### src/rtl/vbc_pkg.sv
package vbc_pkg;
    typedef enum logic [1:0] {
        RSP_NONE     = 2'd0,
        RSP_MAIN_HIT = 2'd1,
        RSP_VICT_HIT = 2'd2,
        RSP_MISS     = 2'd3
    } rsp_e;

    typedef enum logic {
        ST_IDLE      = 1'b0,
        ST_WAIT_FILL = 1'b1
    } st_e;
endpackage

### src/rtl/vbc_tag_store.sv
module vbc_tag_store #(
    parameter int ADDR_W = 12,
    parameter int IDX_W  = 2,
    parameter int WAYS   = 4,
    localparam int SETS  = 1 << IDX_W,
    localparam int TAG_W = ADDR_W - IDX_W,
    localparam int WAY_W = $clog2(WAYS)
) (
    input  logic              clk,
    input  logic              rst_n,
    input  logic [ADDR_W-1:0] lk_addr,
    input  logic              upd_en,
    input  logic [WAY_W-1:0]  upd_way,
    input  logic              wr_en,
    output logic              hit,
    output logic [WAY_W-1:0]  hit_way,
    output logic [WAY_W-1:0]  lru_way,
    output logic              lru_valid,
    output logic [ADDR_W-1:0] lru_addr
);
    logic [TAG_W-1:0] tag_q   [SETS][WAYS];
    logic             valid_q [SETS][WAYS];
    logic [WAY_W-1:0] age_q   [SETS][WAYS];

    logic [IDX_W-1:0] set_i;
    logic [TAG_W-1:0] tag_i;
    logic [WAYS-1:0]  hit_vec;

    assign set_i = lk_addr[IDX_W-1:0];
    assign tag_i = lk_addr[ADDR_W-1:IDX_W];

    for (genvar w = 0; w < WAYS; w++) begin : g_cmp
        assign hit_vec[w] = valid_q[set_i][w] && (tag_q[set_i][w] == tag_i);
    end

    assign hit = |hit_vec;

    always_comb begin
        hit_way = '0;
        lru_way = '0;
        for (int w = 0; w < WAYS; w++) begin
            if (hit_vec[w]) hit_way = WAY_W'(w);
            if (age_q[set_i][w] == WAY_W'(WAYS - 1)) lru_way = WAY_W'(w);
        end
    end

    assign lru_valid = valid_q[set_i][lru_way];
    assign lru_addr  = {tag_q[set_i][lru_way], set_i};

    always_ff @(posedge clk) begin
        if (!rst_n) begin
            for (int s = 0; s < SETS; s++) begin
                for (int w = 0; w < WAYS; w++) begin
                    tag_q[s][w]   <= '0;
                    valid_q[s][w] <= 1'b0;
                    age_q[s][w]   <= WAY_W'(w);
                end
            end
        end else if (upd_en) begin
            for (int w = 0; w < WAYS; w++) begin
                if (WAY_W'(w) == upd_way) begin
                    age_q[set_i][w] <= '0;
                end else if (age_q[set_i][w] < age_q[set_i][upd_way]) begin
                    age_q[set_i][w] <= age_q[set_i][w] + 1'b1;
                end
            end
            if (wr_en) begin
                tag_q[set_i][upd_way]   <= tag_i;
                valid_q[set_i][upd_way] <= 1'b1;
            end
        end
    end
endmodule

### src/rtl/vbc_victim_buf.sv
module vbc_victim_buf #(
    parameter int ADDR_W = 12,
    parameter int DEPTH  = 4,
    localparam int PTR_W = (DEPTH > 1) ? $clog2(DEPTH) : 1
) (
    input  logic              clk,
    input  logic              rst_n,
    input  logic [ADDR_W-1:0] srch_addr,
    output logic              hit,
    output logic [PTR_W-1:0]  hit_idx,
    input  logic              swap_en,
    input  logic              swap_valid,
    input  logic [ADDR_W-1:0] swap_addr,
    input  logic              push_en,
    input  logic [ADDR_W-1:0] push_addr,
    output logic              head_valid,
    output logic [ADDR_W-1:0] head_addr
);
    logic [ADDR_W-1:0] addr_q  [DEPTH];
    logic              valid_q [DEPTH];
    logic [PTR_W-1:0]  wp_q;
    logic [DEPTH-1:0]  match;

    for (genvar e = 0; e < DEPTH; e++) begin : g_cam
        assign match[e] = valid_q[e] && (addr_q[e] == srch_addr);
    end

    assign hit = |match;

    always_comb begin
        hit_idx = '0;
        for (int e = 0; e < DEPTH; e++) begin
            if (match[e]) hit_idx = PTR_W'(e);
        end
    end

    assign head_valid = valid_q[wp_q];
    assign head_addr  = addr_q[wp_q];

    always_ff @(posedge clk) begin
        if (!rst_n) begin
            for (int e = 0; e < DEPTH; e++) begin
                addr_q[e]  <= '0;
                valid_q[e] <= 1'b0;
            end
            wp_q <= '0;
        end else begin
            if (swap_en) begin
                addr_q[hit_idx]  <= swap_addr;
                valid_q[hit_idx] <= swap_valid;
            end
            if (push_en) begin
                addr_q[wp_q]  <= push_addr;
                valid_q[wp_q] <= 1'b1;
                wp_q          <= (wp_q == PTR_W'(DEPTH - 1)) ? '0 : wp_q + 1'b1;
            end
        end
    end
endmodule

### src/rtl/vbc_ctrl.sv
module vbc_ctrl
    import vbc_pkg::*;
#(
    parameter int ADDR_W = 12,
    parameter int WAYS   = 4,
    localparam int WAY_W = $clog2(WAYS)
) (
    input  logic              clk,
    input  logic              rst_n,
    input  logic              req_valid,
    input  logic [ADDR_W-1:0] req_addr,
    input  logic              fill_valid,
    input  logic              main_hit,
    input  logic [WAY_W-1:0]  main_hit_way,
    input  logic [WAY_W-1:0]  lru_way,
    input  logic              lru_valid,
    input  logic [ADDR_W-1:0] lru_addr,
    input  logic              vb_hit,
    input  logic              vb_head_valid,
    input  logic [ADDR_W-1:0] vb_head_addr,
    output logic              waiting,
    output logic [ADDR_W-1:0] pend_addr,
    output logic              ts_upd_en,
    output logic [WAY_W-1:0]  ts_upd_way,
    output logic              ts_wr_en,
    output logic              vb_swap_en,
    output logic              vb_push_en,
    output logic              resp_valid,
    output logic [1:0]        resp_code,
    output logic              evict_valid,
    output logic [ADDR_W-1:0] evict_addr
);
    st_e  st_q, st_d;
    rsp_e code_d;
    logic accept, do_fill;

    always_ff @(posedge clk) begin
        if (!rst_n) begin
            st_q        <= ST_IDLE;
            pend_addr   <= '0;
            resp_valid  <= 1'b0;
            resp_code   <= RSP_NONE;
            evict_valid <= 1'b0;
            evict_addr  <= '0;
        end else begin
            st_q        <= st_d;
            resp_valid  <= accept;
            resp_code   <= accept ? code_d : RSP_NONE;
            evict_valid <= vb_push_en && vb_head_valid;
            if (vb_push_en && vb_head_valid) evict_addr <= vb_head_addr;
            if (accept) pend_addr <= req_addr;
        end
    end

    always_comb begin
        st_d       = st_q;
        accept     = 1'b0;
        do_fill    = 1'b0;
        code_d     = RSP_NONE;
        ts_upd_en  = 1'b0;
        ts_upd_way = lru_way;
        ts_wr_en   = 1'b0;
        vb_swap_en = 1'b0;
        vb_push_en = 1'b0;
        unique case (st_q)
            ST_IDLE: begin
                accept = req_valid;
                if (req_valid) begin
                    if (main_hit) begin
                        code_d     = RSP_MAIN_HIT;
                        ts_upd_en  = 1'b1;
                        ts_upd_way = main_hit_way;
                    end else if (vb_hit) begin
                        code_d     = RSP_VICT_HIT;
                        ts_upd_en  = 1'b1;
                        ts_wr_en   = 1'b1;
                        vb_swap_en = 1'b1;
                    end else begin
                        code_d = RSP_MISS;
                        st_d   = ST_WAIT_FILL;
                    end
                end
            end
            ST_WAIT_FILL: begin
                do_fill = fill_valid;
                if (fill_valid) begin
                    ts_upd_en  = 1'b1;
                    ts_wr_en   = 1'b1;
                    vb_push_en = lru_valid;
                    st_d       = ST_IDLE;
                end
            end
            default: st_d = ST_IDLE;
        endcase
    end

    assign waiting = (st_q == ST_WAIT_FILL);
endmodule

### src/rtl/vbc_top.sv
module vbc_top #(
    parameter int ADDR_W = 12,
    parameter int IDX_W  = 2,
    parameter int WAYS   = 4,
    parameter int DEPTH  = 4,
    localparam int WAY_W = $clog2(WAYS),
    localparam int PTR_W = (DEPTH > 1) ? $clog2(DEPTH) : 1
) (
    input  logic              clk,
    input  logic              rst_n,
    input  logic              req_valid,
    input  logic [ADDR_W-1:0] req_addr,
    output logic              req_ready,
    output logic              resp_valid,
    output logic [1:0]        resp_code,
    input  logic              fill_valid,
    output logic              evict_valid,
    output logic [ADDR_W-1:0] evict_addr
);
    logic              waiting;
    logic [ADDR_W-1:0] pend_addr, look_addr;
    logic              main_hit, lru_valid, vb_hit, vb_head_valid;
    logic [WAY_W-1:0]  main_hit_way, lru_way, ts_upd_way;
    logic [ADDR_W-1:0] lru_addr, vb_head_addr;
    logic [PTR_W-1:0]  vb_hit_idx;
    logic              ts_upd_en, ts_wr_en, vb_swap_en, vb_push_en;
    logic              both_hit;

    assign look_addr = waiting ? pend_addr : req_addr;
    assign req_ready = !waiting;
    assign both_hit  = main_hit && vb_hit;

    vbc_tag_store #(.ADDR_W(ADDR_W), .IDX_W(IDX_W), .WAYS(WAYS)) u_ts (
        .clk(clk), .rst_n(rst_n), .lk_addr(look_addr),
        .upd_en(ts_upd_en), .upd_way(ts_upd_way), .wr_en(ts_wr_en),
        .hit(main_hit), .hit_way(main_hit_way), .lru_way(lru_way),
        .lru_valid(lru_valid), .lru_addr(lru_addr)
    );

    vbc_victim_buf #(.ADDR_W(ADDR_W), .DEPTH(DEPTH)) u_vb (
        .clk(clk), .rst_n(rst_n), .srch_addr(look_addr),
        .hit(vb_hit), .hit_idx(vb_hit_idx),
        .swap_en(vb_swap_en), .swap_valid(lru_valid), .swap_addr(lru_addr),
        .push_en(vb_push_en), .push_addr(lru_addr),
        .head_valid(vb_head_valid), .head_addr(vb_head_addr)
    );

    vbc_ctrl #(.ADDR_W(ADDR_W), .WAYS(WAYS)) u_ctrl (
        .clk(clk), .rst_n(rst_n), .req_valid(req_valid), .req_addr(req_addr),
        .fill_valid(fill_valid), .main_hit(main_hit), .main_hit_way(main_hit_way),
        .lru_way(lru_way), .lru_valid(lru_valid), .lru_addr(lru_addr),
        .vb_hit(vb_hit), .vb_head_valid(vb_head_valid), .vb_head_addr(vb_head_addr),
        .waiting(waiting), .pend_addr(pend_addr),
        .ts_upd_en(ts_upd_en), .ts_upd_way(ts_upd_way), .ts_wr_en(ts_wr_en),
        .vb_swap_en(vb_swap_en), .vb_push_en(vb_push_en),
        .resp_valid(resp_valid), .resp_code(resp_code),
        .evict_valid(evict_valid), .evict_addr(evict_addr)
    );
endmodule

### config.mk
export PLATFORM = sky130hd
export DESIGN_NAME = vbc_top
export DESIGN_NICKNAME = d
export VERILOG_FILES = /design/src/rtl/vbc_pkg.sv /design/src/rtl/vbc_tag_store.sv /design/src/rtl/vbc_victim_buf.sv /design/src/rtl/vbc_ctrl.sv /design/src/rtl/vbc_top.sv
export SDC_FILE = /design/constraint.sdc
export NUM_CORES = 1
export LEC_CHECK = 0
export BUFFER_PORTS_ARGS = -buffer_cell sky130_fd_sc_hd__buf_2
export CORE_AREA = 8 8 238 240
export DETAILED_ROUTE_END_ITERATION = 8
export DIE_AREA = 0 0 246 248
export PLACE_DENSITY = 0.5
export SLEW_MARGIN = 20
export SYNTH_ARGS = -nofsm -noshare
export SYNTH_HDL_FRONTEND = slang
export SYNTH_HIERARCHICAL = 1
export SYNTH_SLANG_ARGS = --single-unit
### constraint.sdc
create_clock -name clk -period 5.5 [get_ports clk]
set_input_delay 0.275 -clock clk [delete_from_list [all_inputs] [get_ports clk]]
set_output_delay 0.275 -clock clk [all_outputs]
set_load 0.05 [all_outputs]
==> impl_summary.log, run 1 <==
INFO  metric worst_ep_required_time = about 5.7 ns
INFO  metric drtAntennaViolNets = 0
INFO  metric power.leakage = between 6 and 7 nW
INFO  metric power_per_cell_area = approximately 310 nW/um2
INFO  metric r2r.worst_path.cells = 16
INFO  metric multi_input_comb_area = just under 7000 um2
INFO  metric global_route.usage.total = 0.146
INFO  metric area_growth_syn_to_layout = 15.0%
INFO  metric most-common-layout-cells = 240 x sky130_fd_sc_hd__edfxtp_1, 167 x sky130_fd_sc_hd__and2_1, 166 x sky130_fd_sc_hd__nand2_1
INFO  metric h-tree-depth = 2
INFO  metric start_util = 0.296
INFO  metric layout_commonest_cell = sky130_fd_sc_hd__edfxtp_1
INFO  metric placement_rows = 85
INFO  metric insertion_delay_to_the_later_sink_of_the_worst_skew_pair = between 0.5 and 0.6 ns
INFO  metric cts.clk_slew.worst_paths = 0.06 ns
INFO  metric place_worst_setup_slack = around 0.32 ns
INFO  metric dpl.cell_count = approximately 2000
INFO  metric crit_family = compound AO/OA/AOI/OAI gates
INFO  metric cts_num_sinks = 293
INFO  metric tritoncts = built
INFO  metric chipWidth = approximately 250 um
INFO  metric final_cycle_share = 0.943
INFO  metric timing_worst_setup_path_type = reg -> reg
INFO  metric crit_path_end_kind = flip-flop
INFO  metric detail_route.drc_violations = 0
INFO  metric run_status = completed
INFO  metric cts_bufs_inserted = 35
INFO  metric synthCells = 1346
INFO  metric netlist_area = about 16000 um2
INFO  metric holdCritPathClass = in -> reg
INFO  metric timing.critical_path.slowest_cell_delay = roughly 0.55 ns
INFO  metric grt_setup_unrepaired = false
INFO  metric antenna_cells = 0
INFO  metric cp.buffers_inverters = 3
INFO  metric timing.final.hold_violations = 0
INFO  metric maximum_number_of_pins_on_one_net_before_global_route_repair = 50
INFO  metric cts_buffer_depth = 3
INFO  metric drv.max_cap_violation_count = 0
INFO  metric io-pin-count = 33
INFO  metric wire_length_of_the_first_global_routing_pass = 67900 um
INFO  metric timing.final.crit_period = just over 5 ns
INFO  metric ff_latch_area = just over 8000 um2
INFO  metric worstSetupStartpointType = flip-flop
INFO  metric route.detailed.wl_per_inst = between 20 and 25 um
INFO  metric globalRouteOverflowTotal = 0
INFO  metric cp_max_fo = 14
INFO  metric syn_avg_cell_area = roughly 12 um2
INFO  metric finish.net_count = 1415
INFO  metric timing.critical_path.cells = buf_4, mux2_2, buf_4, o221ai_1, o41ai_1, nand4_1, nand4_1, nand2_2, mux2_4, mux4_2, inv_1, ha_1, or4_1, a31oi_1, a21oi_1, o21ai_0
INFO  metric max-slew-margin-rel = 0.274
INFO  metric timing.final.ws_setup = about 0.31 ns
INFO  metric vertical_die_dimension = about 250 um
INFO  metric ctsRootBufferMaster = sky130_fd_sc_hd__clkbuf_16
INFO  metric instances_no_fill = roughly 2100
INFO  metric worst_pin_slew = about 1.1 ns
INFO  metric route.vias.total = 10500
INFO  metric grt_antenna_before_repair = 1
INFO  metric path_depth = 16
INFO  metric slew_violations = 0
INFO  metric timing.critical_path.slowest_stage_cell = sky130_fd_sc_hd__or4_1
INFO  metric totalWireLength = between 40000 and 50000 um
INFO  metric grt_pass1_vias = roughly 10000
INFO  metric peakVddDrop = approximately 0.16 mV
INFO  metric gp_congestion = 0.841
INFO  metric fmax = just under 200 MHz
INFO  metric die_area = 61000 um2
INFO  metric holdWs = ~0.20 ns
INFO  metric final_layout_size_suffix_gt1_frac = 0.165
INFO  metric hold_depth = 4
INFO  metric hpwl = slightly above 30000 um
INFO  metric post_cts.repair.setup_buffers = 0
INFO  metric n_fill_cell = roughly 5200
INFO  metric synth_warnings = 6
INFO  metric fin_tns_setup = 0 ns
INFO  metric setup_viol = 0
INFO  metric skew = 0.0149 ns
INFO  metric firstDrtPassIters = 7
INFO  metric synth_nets = 1373
INFO  metric drtIter0Drc = approximately 900
INFO  metric port-buffer-count = 32
INFO  metric arrival_time_reported_for_the_critical_path_endpoint = between 5 and 6 ns
INFO  metric design.core.area = between 50000 and 60000 um2
INFO  metric viasPerCell = between 4 and 5
[sequential cells by signal (all words and copies together), names as in the netlist, named ones only]
register            cells
u_ctrl/resp_valid       1
u_ctrl/resp_code        2
u_ctrl/pend_addr       12
u_ctrl/evict_valid      1
u_vb/valid_q            4
u_ctrl/waiting          1
u_ts/age_q             32
u_ctrl/evict_addr      12
u_vb/wp_q               2
u_ts/tag_q            160
u_vb/addr_q            48
u_ts/valid_q           16
[layer usage]
metal / vias up / part of all wire / global-route usage
li1: 4897 / - / -
met1: 5216 / 0.46 / 0.202
met2: 320 / 0.46 / 0.232
met3: 67 / 0.057 / 0.0254
met4: 0 / 0.026 / 0.0413
met5: - / 0 / 0
[power breakdown]
part	internal, W	switching [W]	total (W)
Clock	0.00140	0.000907	0.00231
Combinational	0.000279	0.000476	0.000754
Sequential	0.00246	0.0000324	0.00249
[area by class of cell]
class                      count  share of cell area
multi-input combinational    934               0.382
sequential                   293               0.458
timing repair buffer         114              0.0468
tap                          696              0.0482
clock inverter                11             0.00568
inverter                      10             0.00208
clock buffer                  51              0.0575
[worst register-to-register path, delay by kind of cell, from the launching register on]
kind                       cells  cell delay [ns]
AOI/OAI and AO/OA              5             1.21
and+or+nand+nor                4             1.17
muxes                          3             1.17
adders and majority gates      1             0.20
buffers and inverters          3             0.66
DFF                            1             0.44
[path summary, 6_finish.rpt]
kind	startpoint	slack, ns	to
max	u_ctrl/waiting$_SDFF_PN0_	0.31	u_ts/age_q[3][3]$_SDFFCE_PN1P_
min	fill_valid	0.20	u_ctrl/waiting$_SDFF_PN0_
max reg2reg	u_ctrl/waiting$_SDFF_PN0_	0.31	u_ts/age_q[3][3]$_SDFFCE_PN1P_
min reg2reg	u_ts/valid_q[2][1]$_DFF_P_	0.45	u_ts/valid_q[2][1]$_DFF_P_
[what timing repair did]
action | in CTS | in global routing
hold buffers | 12 | 0
endpoints found under the setup margin | 0 | 8
gates resized for setup | 0 | 4
endpoints found under the hold margin | 12 | 0
[through the flow]
stage               power, W  instance area [um2]  utilization
floorplan            0.00303                15700            -
global placement     0.00327                16800        0.316
detailed placement   0.00328                16800        0.316
CTS                  0.00561                18000        0.340
global route         0.00576                18100        0.340
finish               0.00555                18100        0.340
(Power assumes the default switching activity.)
==> run 2, diff against run 1 <==
--- a/config.mk
+++ b/config.mk
@@ -6,9 +6,9 @@
 export NUM_CORES = 1
 export LEC_CHECK = 0
 export BUFFER_PORTS_ARGS = -buffer_cell sky130_fd_sc_hd__buf_2
-export CORE_AREA = 8 8 238 240
+export CORE_AREA = 2 2 232 234
 export DETAILED_ROUTE_END_ITERATION = 8
-export DIE_AREA = 0 0 246 248
+export DIE_AREA = 0 0 234 236
 export PLACE_DENSITY = 0.5
 export SLEW_MARGIN = 20
 export SYNTH_ARGS = -nofsm -noshare
==> impl_summary.log, run 2 (synthesized netlist as in run 1, its figures left out) <==
INFO  metric post_cts.repair.setup_buffers = 0 (unchanged)
INFO  metric cts_buffer_depth = 3 (unchanged)
INFO  metric arrival_time_reported_for_the_critical_path_endpoint = 5.44 ns (+0.05 ns)
INFO  metric skew = 0.0317 ns (+0.0168 ns)
INFO  metric placement_rows = 85 (unchanged)
INFO  metric layout_commonest_cell = sky130_fd_sc_hd__edfxtp_1
INFO  metric setup_viol = 0 (unchanged)
INFO  metric totalWireLength = 45500 um (+0.32%)
INFO  metric vertical_die_dimension = 236 um (-4.8%)
INFO  metric start_util = 0.296 (unchanged)
INFO  metric timing.critical_path.slowest_stage_cell = sky130_fd_sc_hd__mux2_4
INFO  metric port-buffer-count = 32 (unchanged)
INFO  metric fin_tns_setup = 0 ns (unchanged)
INFO  metric dpl.cell_count = 2031 (-0.15%)
INFO  metric grt_antenna_before_repair = 0 (-1)
INFO  metric cts.clk_slew.worst_paths = 0.06 ns (about the same)
INFO  metric power_per_cell_area = 307 nW/um2 (about the same)
INFO  metric holdCritPathClass = in -> reg
INFO  metric drtIter0Drc = 826 (-7.8%)
INFO  metric instances_no_fill = 2110 (+0.047%)
INFO  metric antenna_cells = 0 (unchanged)
INFO  metric grt_pass1_vias = 10500 (+0.14%)
INFO  metric viasPerCell = 4.98 (about the same)
INFO  metric final_layout_size_suffix_gt1_frac = 0.166 (+0.00130)
INFO  metric fmax = 191 MHz (-1.0%)
INFO  metric wire_length_of_the_first_global_routing_pass = 67800 um (-0.14%)
INFO  metric maximum_number_of_pins_on_one_net_before_global_route_repair = 57 (+14%)
INFO  metric tritoncts = built
INFO  metric io-pin-count = 33 (unchanged)
INFO  metric design.core.area = 53100 um2 (unchanged)
INFO  metric hpwl = 30600 um (-0.11%)
INFO  metric final_cycle_share = 0.953 (+0.00992)
INFO  metric power.leakage = 6.67 nW (-0.24%)
INFO  metric die_area = 55200 um2 (-9.5%)
INFO  metric timing.final.hold_violations = 0 (unchanged)
INFO  metric slew_violations = 0 (unchanged)
INFO  metric worstSetupStartpointType = flip-flop
INFO  metric chipWidth = 234 um (-4.9%)
INFO  metric worst_ep_required_time = 5.70 ns (about the same)
INFO  metric timing_worst_setup_path_type = reg -> reg
INFO  metric area_growth_syn_to_layout = 14.9% (about the same)
INFO  metric h-tree-depth = 2 (unchanged)
INFO  metric grt_setup_unrepaired = false
INFO  metric global_route.usage.total = 0.164 (+0.0184)
INFO  metric biggest_register = u_ts/tag_q
INFO  metric crit_path_end_kind = flip-flop
INFO  metric run_status = completed
INFO  metric leading_registers_by_flop_count = u_ts/tag_q x160, u_vb/addr_q x48, u_ts/age_q x32
INFO  metric cts_bufs_inserted = 36 (+2.9%)
INFO  metric insertion_delay_to_the_later_sink_of_the_worst_skew_pair = 0.56 ns (+0.02 ns)
INFO  metric timing.critical_path.slowest_cell_delay = 0.54 ns (about the same)
INFO  metric detail_route.drc_violations = 0 (unchanged)
INFO  metric timing.critical_path.cells = mux2_4, mux2i_1, xnor2_1, nor4_1, mux2i_1, or3_1, nand4_1, nand2_2, mux2_4, mux4_2, inv_1, ha_1, or4_1, a31oi_1, a21oi_1, o21ai_0
INFO  metric largest_reg_flops = 160 (unchanged)
INFO  metric max-slew-margin-rel = 0.314 (+0.0408)
INFO  metric peakVddDrop = 0.167 mV (+1.6%)
INFO  metric drtAntennaViolNets = 0 (unchanged)
INFO  metric gp_congestion = 0.860 (+2.2%)
INFO  metric ctsRootBufferMaster = sky130_fd_sc_hd__clkbuf_16
INFO  metric route.vias.total = 10500 (+0.14%)
INFO  metric cts_num_sinks = 293 (unchanged)
INFO  metric most-common-layout-cells = 240 x sky130_fd_sc_hd__edfxtp_1, 167 x sky130_fd_sc_hd__and2_1, 166 x sky130_fd_sc_hd__nand2_1
INFO  metric firstDrtPassIters = 5 (-2)
INFO  metric timing.final.crit_period = 5.24 ns (+0.0546 ns)
INFO  metric globalRouteOverflowTotal = 0 (unchanged)
INFO  metric finish.net_count = 1413 (-0.14%)
INFO  metric drv.max_cap_violation_count = 0 (unchanged)
INFO  metric worst_pin_slew = 1.02 ns (-0.0606 ns)
INFO  metric cp_max_fo = 20 (+6)
INFO  metric route.detailed.wl_per_inst = 21.6 um (+0.27%)
run 2: timing repair:
item                                    in CTS  in global routing
gates resized for setup                      0                  5
hold buffers                                12                  0
endpoints found under the setup margin       0                  8
endpoints found under the hold margin       12                  0
run 2: critical path, delay by kind of cell (launching register included):
kind	cells	cell delay (ns)
and+or+nand+nor	5	1.53
adders and majority gates	1	0.20
xor gates and xnor gates	1	0.12
DFF	1	0.47
buffers and inverters	1	0.08
AOI/OAI and AO/OA	3	0.65
muxes	5	1.84
run 2: layout make-up:
class / instances / area (um2)
Fill cell: 5200 / 35000
Sequential cell: 293 / 8270
Multi-Input combinational cell: 934 / 6890
Clock buffer: 51 / 1030
Tap cell: 696 / 871
Timing Repair Buffer: 111 / 827
Clock inverter: 15 / 118
Inverter: 10 / 37.5
run 2: worst paths after layout:
| path | start | to | slack (ns) | depth (start not counted) |
|---|---|---|---|---|
| worst max register to register | u_ctrl/pend_addr[0]$_SDFFE_PN0P_ | u_ts/age_q[1][3]$_SDFFCE_PN1P_ | 0.26 | 16 |
| worst min register to register | u_ts/valid_q[3][1]$_DFF_P_ | u_ts/valid_q[3][1]$_DFF_P_ | 0.45 | 1 |
| worst max-delay path | u_ctrl/pend_addr[0]$_SDFFE_PN0P_ | u_ts/age_q[1][3]$_SDFFCE_PN1P_ | 0.26 | 16 |
| worst min-delay path | fill_valid | u_ctrl/waiting$_SDFF_PN0_ | 0.20 | 4 |
run 2: power breakdown:
part / switching (W) / leakage [nW] / internal, W
Sequential: 0.0000335 / 2.86 / 0.00246
Combinational: 0.000473 / 3.25 / 0.000278
Clock: 0.000937 / 0.562 / 0.00136
Total: 0.00144 / 6.67 / 0.00410
run 2: per-layer routing:
layer	wire length [um]	vias to the layer above	global-route usage
met3	2130	68	0.0294
met4	1160	0	0.0485
li1	-	4919	-
met1	21700	5256	0.233
met5	0	-	0
met2	20500	272	0.255
run 2: metrics by stage:
stage	setup slack [ns]	total power, W	cell area [um2]	hold slack, ns	utilization
after CTS	0.217	0.00560	18000	0.163	0.339
after global routing	0.0491	0.00576	18000	0.234	0.340
final	0.258	0.00554	18000	0.198	0.340
after detailed placement	0.232	0.00327	16700	0.439	0.316
after global placement	0.370	0.00327	16700	0.432	0.316
after floorplan	0.440	0.00303	15700	0.410	-
==> run 3, diff against run 2 <==
--- a/config.mk
+++ b/config.mk
@@ -5,10 +5,11 @@
 export SDC_FILE = /design/constraint.sdc
 export NUM_CORES = 1
 export LEC_CHECK = 0
+export ABC_AREA = 1
 export BUFFER_PORTS_ARGS = -buffer_cell sky130_fd_sc_hd__buf_2
-export CORE_AREA = 2 2 232 234
+export CORE_AREA = 2 2 238 240
 export DETAILED_ROUTE_END_ITERATION = 8
-export DIE_AREA = 0 0 234 236
+export DIE_AREA = 0 0 240 242
 export PLACE_DENSITY = 0.5
 export SLEW_MARGIN = 20
 export SYNTH_ARGS = -nofsm -noshare
==> impl_summary.log, run 3 <==
INFO  metric worst_ep_required_time = 5.66 ns (-0.04 ns)
INFO  metric tritoncts = built
INFO  metric drtAntennaViolNets = 0 (unchanged)
INFO  metric layout_commonest_cell = sky130_fd_sc_hd__nand2_1
INFO  metric timing.critical_path.slowest_stage_cell = sky130_fd_sc_hd__nand3_1
INFO  metric holdCritPathClass = in -> reg
INFO  metric ctsRootBufferMaster = sky130_fd_sc_hd__clkbuf_16
INFO  metric synthCells = 2131 (+58%)
INFO  metric worst_pin_slew = 1.05 ns (+0.0291 ns)
INFO  metric ff_latch_area = 8270 um2 (about the same)
INFO  metric drtIter0Drc = 1459 (+77%)
INFO  metric max-slew-margin-rel = 0.301 (-0.0130)
INFO  metric global_route.usage.total = 0.186 (+0.0222)
INFO  metric n_fill_cell = 5939 (+14%)
INFO  metric insertion_delay_to_the_later_sink_of_the_worst_skew_pair = 0.56 ns (about the same)
INFO  metric most-common-layout-cells = 820 x sky130_fd_sc_hd__nand2_1, 339 x sky130_fd_sc_hd__nor2_1, 240 x sky130_fd_sc_hd__edfxtp_1
INFO  metric globalRouteOverflowTotal = 0 (unchanged)
INFO  metric drv.max_cap_violation_count = 0 (unchanged)
INFO  metric cts_buffer_depth = 3 (unchanged)
INFO  metric netlist_area = 16500 um2 (+4.7%)
INFO  metric fmax = 199 MHz (+4.3%)
INFO  metric synth_nets = 2158 (+57%)
INFO  metric vertical_die_dimension = 242 um (+2.5%)
INFO  metric io-pin-count = 33 (unchanged)
INFO  metric power_per_cell_area = 320 nW/um2 (+4.1%)
INFO  metric cts_num_sinks = 293 (unchanged)
INFO  metric maximum_number_of_pins_on_one_net_before_global_route_repair = 54 (-5.3%)
INFO  metric power.leakage = 8.23 nW (+23%)
INFO  metric largest_reg_flops = 160 (unchanged)
INFO  metric wire_length_of_the_first_global_routing_pass = 82600 um (+22%)
INFO  metric syn_avg_cell_area = 7.72 um2 (-34%)
INFO  metric final_cycle_share = 0.914 (-0.0392)
INFO  metric peakVddDrop = 0.184 mV (+10%)
INFO  metric finish.net_count = 2189 (+55%)
INFO  metric placement_rows = 87 (+2.4%)
INFO  metric viasPerCell = 4.88 (-2.1%)
INFO  metric arrival_time_reported_for_the_critical_path_endpoint = 5.19 ns (-0.25 ns)
INFO  metric timing.critical_path.slowest_cell_delay = 0.44 ns (-0.10 ns)
INFO  metric leading_registers_by_flop_count = u_ts/tag_q x160, u_vb/addr_q x48, u_ts/age_q x32
INFO  metric skew = 0.0414 ns (+0.00973 ns)
INFO  metric slew_violations = 0 (unchanged)
INFO  metric timing.critical_path.cells = inv_2, nand2_1, nand2_4, inv_2, nor2_2, buf_4, nand2_1, nand3_1, ha_1, inv_2, o21ai_1, buf_4, inv_1, nand2_1, nand3_1, nand2_1, inv_1, nor2_4, nand2_1, inv_1, nand2_1, buf_4, nand3_1
INFO  metric design.core.area = 55700 um2 (+5.0%)
INFO  metric grt_pass1_vias = 13500 (+29%)
INFO  metric hpwl = 38700 um (+27%)
INFO  metric grt_antenna_before_repair = 0 (unchanged)
INFO  metric multi_input_comb_area = 6920 um2 (+0.45%)
INFO  metric route.vias.total = 14400 (+37%)
INFO  metric post_cts.repair.setup_buffers = 0 (unchanged)
INFO  metric crit_path_frequent_cell = sky130_fd_sc_hd__nand2_1
INFO  metric crit_path_end_kind = flip-flop
INFO  metric setup_viol = 0 (unchanged)
INFO  metric holdWs = 0.0318 ns (-0.166 ns)
INFO  metric area_growth_syn_to_layout = 13.2%
INFO  metric start_util = 0.295 (-0.000766)
INFO  metric run_status = completed
INFO  metric h-tree-depth = 2 (unchanged)
INFO  metric detail_route.drc_violations = 0 (unchanged)
INFO  metric firstDrtPassIters = 5 (unchanged)
INFO  metric biggest_register = u_ts/tag_q
INFO  metric die_area = 58100 um2 (+5.2%)
INFO  metric timing.final.crit_period = 5.03 ns (-0.216 ns)
INFO  metric cts.clk_slew.worst_paths = 0.05 ns (about the same)
INFO  metric chipWidth = 240 um (+2.6%)
INFO  metric final_layout_size_suffix_gt1_frac = 0.115 (-0.0510)
INFO  metric timing.final.hold_violations = 0 (unchanged)
INFO  metric port-buffer-count = 32 (unchanged)
INFO  metric cp_max_fo = 18 (-10%)
INFO  metric worstSetupStartpointType = flip-flop
INFO  metric fin_tns_setup = 0 ns (unchanged)
INFO  metric cts_bufs_inserted = 36 (unchanged)
INFO  metric antenna_cells = 0 (unchanged)
INFO  metric gp_congestion = 0.918 (+6.8%)
INFO  metric totalWireLength = 54700 um (+20%)
INFO  metric timing_worst_setup_path_type = reg -> reg
INFO  metric grt_setup_unrepaired = false
INFO  metric synth_warnings = 6 (unchanged)
INFO  metric route.detailed.wl_per_inst = 18.6 um (-14%)
## run 3: report_power, final
| group | total [W] | switching [W] | internal (W) |
|---|---|---|---|
| Combinational | 0.00120 | 0.000892 | 0.000311 |
| Clock | 0.00224 | 0.000932 | 0.00131 |
| Sequential | 0.00251 | 0.0000413 | 0.00247 |
| Total | 0.00596 | 0.00187 | 0.00409 |
## run 3: worst max-delay path: cells and delay by family (launching register included)
family | cells | cell delay (ns)
DFF | 1 | 0.33
AOI/OAI and AO/OA | 1 | 0.31
buffers and inverters | 9 | 1.56
adders and majority gates | 1 | 0.31
and+or+nand+nor | 12 | 2.09
## run 3: per-layer routing
metal / vias to the layer above / GRT usage / wire [um]
li1: 6873 / - / -
met1: 6821 / 0.262 / 25100
met2: 556 / 0.292 / 24500
met3: 108 / 0.0304 / 3430
met4: 0 / 0.0588 / 1680
met5: - / 0 / 0
## run 3: path summary, 6_finish.rpt
path | cells past startpoint | from | endpoint | slack, ns
min reg2reg | 2 | u_ts/valid_q[1][0]$_DFF_P_ | u_ts/valid_q[1][0]$_DFF_P_ | 0.45
max | 23 | u_ctrl/waiting$_SDFF_PN0_ | u_vb/addr_q[1][9]$_DFFE_PP_ | 0.47
max reg2reg | 23 | u_ctrl/waiting$_SDFF_PN0_ | u_vb/addr_q[1][9]$_DFFE_PP_ | 0.47
min | 3 | req_addr[3] | u_ctrl/pend_addr[3]$_SDFFE_PN0P_ | 0.03
## run 3: timing repair
item	in CTS	in global routing
hold buffers	9	0
endpoints found under the hold margin	9	0
setup endpoints to repair	0	69
gates resized for setup	0	2
## run 3: metrics by stage
stage	setup slack (ns)	area (um2)	cells	util	total power (W)
global placement	0.403	17400	2871	0.313	0.00373
CTS	0.313	18600	2944	0.334	0.00600
floorplan	0.968	16500	2131	-	0.00331
finish	0.474	18600	2944	0.334	0.00596
detailed placement	0.309	17400	2871	0.313	0.00374
global route	0.0403	18600	2944	0.334	0.00622
## run 3: area by class of cell
cell class	count	area share
timing repair buffer	106	0.0418
inverter	163	0.0333
clock buffer	51	0.0536
tap	756	0.0508
sequential	293	0.444
clock inverter	13	0.00477
multi-input combinational	1562	0.372
